[config.mk]
export PLATFORM = sky130hd
export DESIGN_NAME = spi_cmdq_seq
export DESIGN_NICKNAME = d
export VERILOG_FILES = /design/src/rtl/spi_cmdq_pkg.sv /design/src/rtl/cmdq_cfg_regs.sv /design/src/rtl/cmdq_seq_fsm.sv /design/src/rtl/spi_cmdq_seq.sv
export SDC_FILE = /design/constraint.sdc
export NUM_CORES = 1
export LEC_CHECK = 0
export CAP_MARGIN = 30
export CORE_UTILIZATION = 55
export DETAILED_ROUTE_END_ITERATION = 12
export PLACE_DENSITY = 0.84
export SLEW_MARGIN = 20
export SYNTH_ARGS = -nofsm -noshare
export SYNTH_HDL_FRONTEND = slang
export SYNTH_SLANG_ARGS = --single-unit
[constraint.sdc]
create_clock -name clk -period 2.9 [get_ports clk]
set_input_delay 0.29 -clock clk [delete_from_list [all_inputs] [get_ports clk]]
set_output_delay 0.29 -clock clk [all_outputs]
set_load 0.01 [all_outputs]
[src/rtl/spi_cmdq_pkg.sv]
package spi_cmdq_pkg;

    localparam int unsigned REG_AW = 2;

    localparam logic [REG_AW-1:0] A_NEWQ = 2'd0;
    localparam logic [REG_AW-1:0] A_ENDQ = 2'd1;
    localparam logic [REG_AW-1:0] A_CTRL = 2'd2;
    localparam logic [REG_AW-1:0] A_STAT = 2'd3;

    typedef enum logic [1:0] {
        SQ_IDLE  = 2'd0,
        SQ_ISSUE = 2'd1,
        SQ_WAIT  = 2'd2
    } seq_state_e;

endpackage

[src/rtl/cmdq_cfg_regs.sv]
module cmdq_cfg_regs
    import spi_cmdq_pkg::*;
#(
    parameter int unsigned PTR_W = 4
) (
    input  logic              clk,
    input  logic              rst_n,
    input  logic              wr,
    input  logic [REG_AW-1:0] addr,
    input  logic [PTR_W-1:0]  wdata,
    output logic [PTR_W-1:0]  new_ptr,
    output logic [PTR_W-1:0]  end_ptr,
    output logic              wrap_en,
    output logic              new_wr,
    output logic              flag_clr
);

    typedef struct packed {
        logic [PTR_W-1:0] newq;
        logic [PTR_W-1:0] endq;
        logic             wrap;
    } cfg_t;

    cfg_t cfg_d, cfg_q;
    logic unused_hi;

    assign unused_hi = ^wdata[PTR_W-1:1];

    always_comb begin
        cfg_d    = cfg_q;
        new_wr   = 1'b0;
        flag_clr = 1'b0;
        if (wr) begin
            unique case (addr)
                A_NEWQ: begin
                    cfg_d.newq = wdata;
                    new_wr     = 1'b1;
                end
                A_ENDQ: cfg_d.endq = wdata;
                A_CTRL: cfg_d.wrap = wdata[0];
                A_STAT: flag_clr   = wdata[0];
                default: ;
            endcase
        end
    end

    always_ff @(posedge clk or negedge rst_n) begin
        if (!rst_n) begin
            cfg_q <= '0;
        end else begin
            cfg_q <= cfg_d;
        end
    end

    assign new_ptr = cfg_q.newq;
    assign end_ptr = cfg_q.endq;
    assign wrap_en = cfg_q.wrap;

endmodule

[src/rtl/cmdq_seq_fsm.sv]
module cmdq_seq_fsm
    import spi_cmdq_pkg::*;
#(
    parameter int unsigned PTR_W = 4
) (
    input  logic             clk,
    input  logic             rst_n,
    input  logic             run_en,
    input  logic [PTR_W-1:0] new_ptr,
    input  logic [PTR_W-1:0] end_ptr,
    input  logic             wrap_en,
    input  logic             new_wr,
    input  logic [PTR_W-1:0] new_wdata,
    input  logic             flag_clr,
    input  logic             xfer_done,
    output logic             xfer_start,
    output logic [PTR_W-1:0] xfer_idx,
    output logic [PTR_W-1:0] work_ptr,
    output logic [PTR_W-1:0] cpt_ptr,
    output logic             done_flag,
    output logic             busy,
    output logic             waiting
);

    typedef struct packed {
        seq_state_e       state;
        logic [PTR_W-1:0] wptr;
        logic [PTR_W-1:0] cpt;
        logic             flag;
        logic             pend;
        logic             run_q;
    } seq_t;

    seq_t s_d, s_q;

    logic             reload_hit;
    logic [PTR_W-1:0] reload_val;
    logic [PTR_W-1:0] wptr_inc;
    logic             end_hit;
    logic             run_rise;

    // A write in the same cycle as the done takes priority over the stored value.
    assign reload_hit = s_q.pend | new_wr;
    assign reload_val = new_wr ? new_wdata : new_ptr;
    assign wptr_inc   = s_q.wptr + PTR_W'(1);
    assign end_hit    = (s_q.wptr == end_ptr);
    assign run_rise   = run_en & ~s_q.run_q;

    always_comb begin
        s_d       = s_q;
        s_d.run_q = run_en;

        // Clear first so that a set in the same cycle wins.
        if (flag_clr) begin
            s_d.flag = 1'b0;
        end

        unique case (s_q.state)
            SQ_IDLE: begin
                s_d.pend = 1'b0;
                if (new_wr) begin
                    s_d.wptr = new_wdata;
                end
                if (run_rise) begin
                    s_d.wptr  = reload_val;
                    s_d.state = SQ_ISSUE;
                end
            end

            SQ_ISSUE: begin
                if (new_wr) begin
                    s_d.pend = 1'b1;
                end
                s_d.state = SQ_WAIT;
            end

            SQ_WAIT: begin
                if (new_wr) begin
                    s_d.pend = 1'b1;
                end
                if (xfer_done) begin
                    s_d.cpt  = s_q.wptr;
                    s_d.pend = 1'b0;
                    if (end_hit) begin
                        s_d.flag = 1'b1;
                    end
                    if (!run_en || (end_hit && !wrap_en)) begin
                        s_d.state = SQ_IDLE;
                        s_d.wptr  = reload_hit ? reload_val : wptr_inc;
                    end else if (end_hit) begin
                        s_d.state = SQ_ISSUE;
                        s_d.wptr  = reload_val;
                    end else begin
                        s_d.state = SQ_ISSUE;
                        s_d.wptr  = reload_hit ? reload_val : wptr_inc;
                    end
                end
            end

            default: begin
                s_d.state = SQ_IDLE;
            end
        endcase
    end

    always_ff @(posedge clk or negedge rst_n) begin
        if (!rst_n) begin
            s_q <= '{state: SQ_IDLE, default: '0};
        end else begin
            s_q <= s_d;
        end
    end

    assign xfer_start = (s_q.state == SQ_ISSUE);
    assign xfer_idx   = s_q.wptr;
    assign work_ptr   = s_q.wptr;
    assign cpt_ptr    = s_q.cpt;
    assign done_flag  = s_q.flag;
    assign busy       = (s_q.state != SQ_IDLE);
    assign waiting    = (s_q.state == SQ_WAIT);

endmodule

[src/rtl/spi_cmdq_seq.sv]
module spi_cmdq_seq
    import spi_cmdq_pkg::*;
#(
    parameter int unsigned PTR_W = 4
) (
    input  logic              clk,
    input  logic              rst_n,
    input  logic              reg_wr,
    input  logic [REG_AW-1:0] reg_addr,
    input  logic [PTR_W-1:0]  reg_wdata,
    input  logic              run_en,
    input  logic              xfer_done,
    output logic              xfer_start,
    output logic [PTR_W-1:0]  xfer_idx,
    output logic [PTR_W-1:0]  work_ptr,
    output logic [PTR_W-1:0]  cpt_ptr,
    output logic              done_flag,
    output logic              busy
);

    logic [PTR_W-1:0] new_ptr;
    logic [PTR_W-1:0] end_ptr;
    logic             wrap_en;
    logic             new_wr;
    logic             flag_clr;
    logic             waiting;

    cmdq_cfg_regs #(.PTR_W(PTR_W)) u_cfg (
        .clk      (clk),
        .rst_n    (rst_n),
        .wr       (reg_wr),
        .addr     (reg_addr),
        .wdata    (reg_wdata),
        .new_ptr  (new_ptr),
        .end_ptr  (end_ptr),
        .wrap_en  (wrap_en),
        .new_wr   (new_wr),
        .flag_clr (flag_clr)
    );

    cmdq_seq_fsm #(.PTR_W(PTR_W)) u_seq (
        .clk        (clk),
        .rst_n      (rst_n),
        .run_en     (run_en),
        .new_ptr    (new_ptr),
        .end_ptr    (end_ptr),
        .wrap_en    (wrap_en),
        .new_wr     (new_wr),
        .new_wdata  (reg_wdata),
        .flag_clr   (flag_clr),
        .xfer_done  (xfer_done),
        .xfer_start (xfer_start),
        .xfer_idx   (xfer_idx),
        .work_ptr   (work_ptr),
        .cpt_ptr    (cpt_ptr),
        .done_flag  (done_flag),
        .busy       (busy),
        .waiting    (waiting)
    );

endmodule

==> flow_summary_export.csv <==
group,metric,value,unit
setup_path,cp.arrival,1.77,ns
clocking,root_buffer,"clkbuf_4",
setup_path,startpoint,"u_seq.s_q[11]",
setup_path,path_max_fanout,6,
power,p_leak,0.0006607,µW
finish,fin_util,67.98,%
setup_path,crit_type,"reg2out",
clocking,cts_inserted_buffers,3,
floorplan,core-area,2255,µm²
setup_path,worst-path-stages,4,
synth,ys_types,38,
finish,syn2layout_area_growth,14.92,%
sta,slew_headroom,67.40,%
placement,place_congestion,0.8302,
synth,synth.avg_cell_area,9.954,µm²
sta,fmax,486.5,MHz
synth,ys_seq_area_share,41.28,%
placement,dpl.cell_count,172,
routing,first_pass_iters,4,
setup_path,critPathCapture,"busy",
setup_path,cpLargestDelayFamily,"buffers and inverters",
setup_path,crit_path_start_kind,"flip-flop",
setup_path,end_kind,"primary output",
floorplan,num_rows,17,
clocking,cts_buffer_depth,2,
setup_path,ff2ff_setup_slack,0.99,ns
worst_hold_path,hold_class,"in2async",
sta,hold_ws,0.4729,ns
floorplan,start_util,59.16,%
routing,final_antenna_net_count,0,
synth,synth_area,1334,µm²
synth,async_flop_share,100.0,%
sta,period_minus_slack,2.056,ns
global_route,grt_use_total,23.53,%
clocking,post_cts_resized,0,
setup_path,r2r_start,"u_seq.s_q[11]",
routing,drc_errors,0,
finish,nNetsFinal,166,
clocking,cts_tree,"built",
synth,ys_warn_count,0,
sta,skew,0.002187,ns
floorplan,io_pins,26,
power,power.density,831.1,nW/µm²
global_route,grt_util_met2,40.57,%
sta,worst_pin_slew,0.4889,ns
global_route,grt_max_degree,23,
run,cap_viol_max_count,0,
synth,synth_cells,134,
sta,finalHoldViolations,0,
clocking,clock_latency,0.30,ns
clocking,clk_pin_slew,0.11,ns
sta,rsz0062_at_grt,"false",
status,status,"finished clean",
synth,syn_nets,150,
clocking,post_cts.repair.setup_buffers,0,
setup_path,reg2regPathDepth,6,
routing,vias_per_cell,5.636,
floorplan,die_area,2626,µm²
sta,final.period_utilization,70.88,%
setup_path,critPathMostFrequentCell,"inv_1",
global_route,busiest_layer,"met2",
global_route,antenna_found_initial,0,
clocking,htreeDepth,1,
floorplan,die_h,51.25,µm
routing,wirelength,2.608,mm
synth,synth_area_leaders,"dfrtp_1 41%, buf_4 6.8%, nand2_1 6.2%",
sta,slew_violations,0,
finish,layout.cells.non_filler,176,
global_route,grt_pass1_wl,4.457,mm
clocking,clock_sinks,22,
setup_path,crit_buf_inv,3,
global_route,use_met1,27.62,%
finish,n_antenna_cell,0,
synth,synth_top_flop_cell,"dfrtp_1",
setup_path,worstPathCellList,"inv_1 > ha_1 > inv_1 > clkdlybuf4s50_1",
synth,synth_edf_count,0,
global_route,overflow,0,
floorplan,die_x,51.25,µm
routing,wl_per_cell,14.82,µm
placement,portBuffers,25,
synth,synth_largest_area_cell,"dfrtp_1",
synth,synth-seq-cells,22,
power,ir_worst_vdd,0.4787,mV
power,finalPower,1274,µW
routing,dr.first_iter.drc_count,17,
global_route,use_met3,3.571,%
placement,place_hpwl,1.985,mm
sta,setup_tns,0,ns
setup_path,cp.required,2.61,ns
finish,layout-drive-gt1-share,9.459,%
setup_path,max_stage_delay,0.49,ns
synth,synth_top_area_share,41.28,%
routing,vias,992,
global_route,grt_pass1_vias,1034,
sta,setup_viol,0,
setup_path,r2r_end,"u_seq.work_ptr[2]",
setup_path,slowest_stage,"clkdlybuf4s50_1",
[worst register-to-register path, delay by kind of cell, from the launching register on]
| family | cells | cell delay, ns |
|---|---|---|
| compound gates | 2 | 0.53 |
| flops | 1 | 0.42 |
| fa+ha+maj | 1 | 0.32 |
| simple gates | 1 | 0.32 |
| buf+inv | 2 | 0.21 |
[synthesized netlist by cell type, drive strengths merged (2+ instances only)]
cell type and number:
nand3 2, ha 5, nand2 22, xnor2 5
nand3b 2, buf 15, mux2i 7, dfrtp 22
inv 7, o21ai 13, mux2 6, a21oi 4
nor2 4
[registers in the layout, summed over array words and instances (netlist names)]
signal and flops:
u_cfg.end_ptr 4, u_cfg.new_ptr 4, u_cfg.wrap_en 1, u_seq.cpt_ptr 4, u_seq.done_flag 1, u_seq.s_q 4, u_seq.work_ptr 4
[repair_timing]
| item | in CTS | in global routing |
|---|---|---|
| hold buffers | 0 | 1 |
| hold endpoints to repair | 0 | 22 |
| endpoints found under the setup margin | 0 | 0 |
[worst min-delay path by stage]
| stage | slack [ns] | to | startpoint |
|---|---|---|---|
| 4_1_cts | 0.50 | u_seq.s_q[0] | run_en |
| 2_1_floorplan | -0.006 | u_cfg.end_ptr[0] | rst_n |
| 6_report | 0.47 | u_cfg.end_ptr[1] | rst_n |
| 3_3_place_gp | 0.46 | u_seq.cpt_ptr[3] | u_seq.cpt_ptr[3] |
| 3_5_place_dp | 0.47 | u_seq.cpt_ptr[3] | u_seq.cpt_ptr[3] |
| 5_1_grt | 0.50 | u_seq.s_q[0] | run_en |
[report_power, final]
group          leakage (µW)  switching [µW]  internal [µW]  total (µW)
Clock             0.0000138            84.0           48.5         132
Combinational      0.000373             297            347         644
Sequential         0.000274             101            396         497
[cells in the final DEF, fill, tap and decap left out, drive strengths merged, types with 2 or more instances in the layout]
cell | Yosys | routed
a21oi | 4 | 4
buf | 15 | 2
clkbuf | 1 | 3
clkdlybuf4s50 | 0 | 24
dfrtp | 22 | 22
ha | 5 | 5
inv | 7 | 7
mux2 | 6 | 6
mux2i | 7 | 7
nand2 | 22 | 22
nand3 | 2 | 2
nand3b | 2 | 2
nor2 | 4 | 4
o21ai | 13 | 13
xnor2 | 5 | 5
[cells by family (layout without fill, tap and decap cells)]
group	after synthesis	in the layout	synth area share, %
AOI/OAI and AO/OA	28	28	15.57
adders and majority gates	5	5	4.690
buffers and inverters	23	37	11.07
and+or+nand+nor	38	38	13.51
muxes	13	13	10.60
xor gates and xnor gates	5	5	3.283
DFF	22	22	41.28
[area by class of cell]
cell class                 count  area [µm²]
fill                         183       721.9
multi-input combinational     89       635.6
sequential                    22       550.5
timing repair buffer          27       262.8
tap                           28       35.03
inverter                       7       26.28
clock buffer                   3       22.52
[per-layer routing]
layer	up-vias	part of all wire, %
li1	483	-
met4	0	1.3
met3	4	3.7
met1	476	43
met5	-	0
met2	29	52
[stage by stage]
stage	instance area (µm²)	setup slack, ns
final	1533	0.8443
after floorplan	1334	1.197
after detailed placement	1505	0.6494
after global placement	1505	0.7246
after CTS	1528	0.8201
after global routing	1533	0.7578
Note: power is estimated with default switching activity, not from simulation.
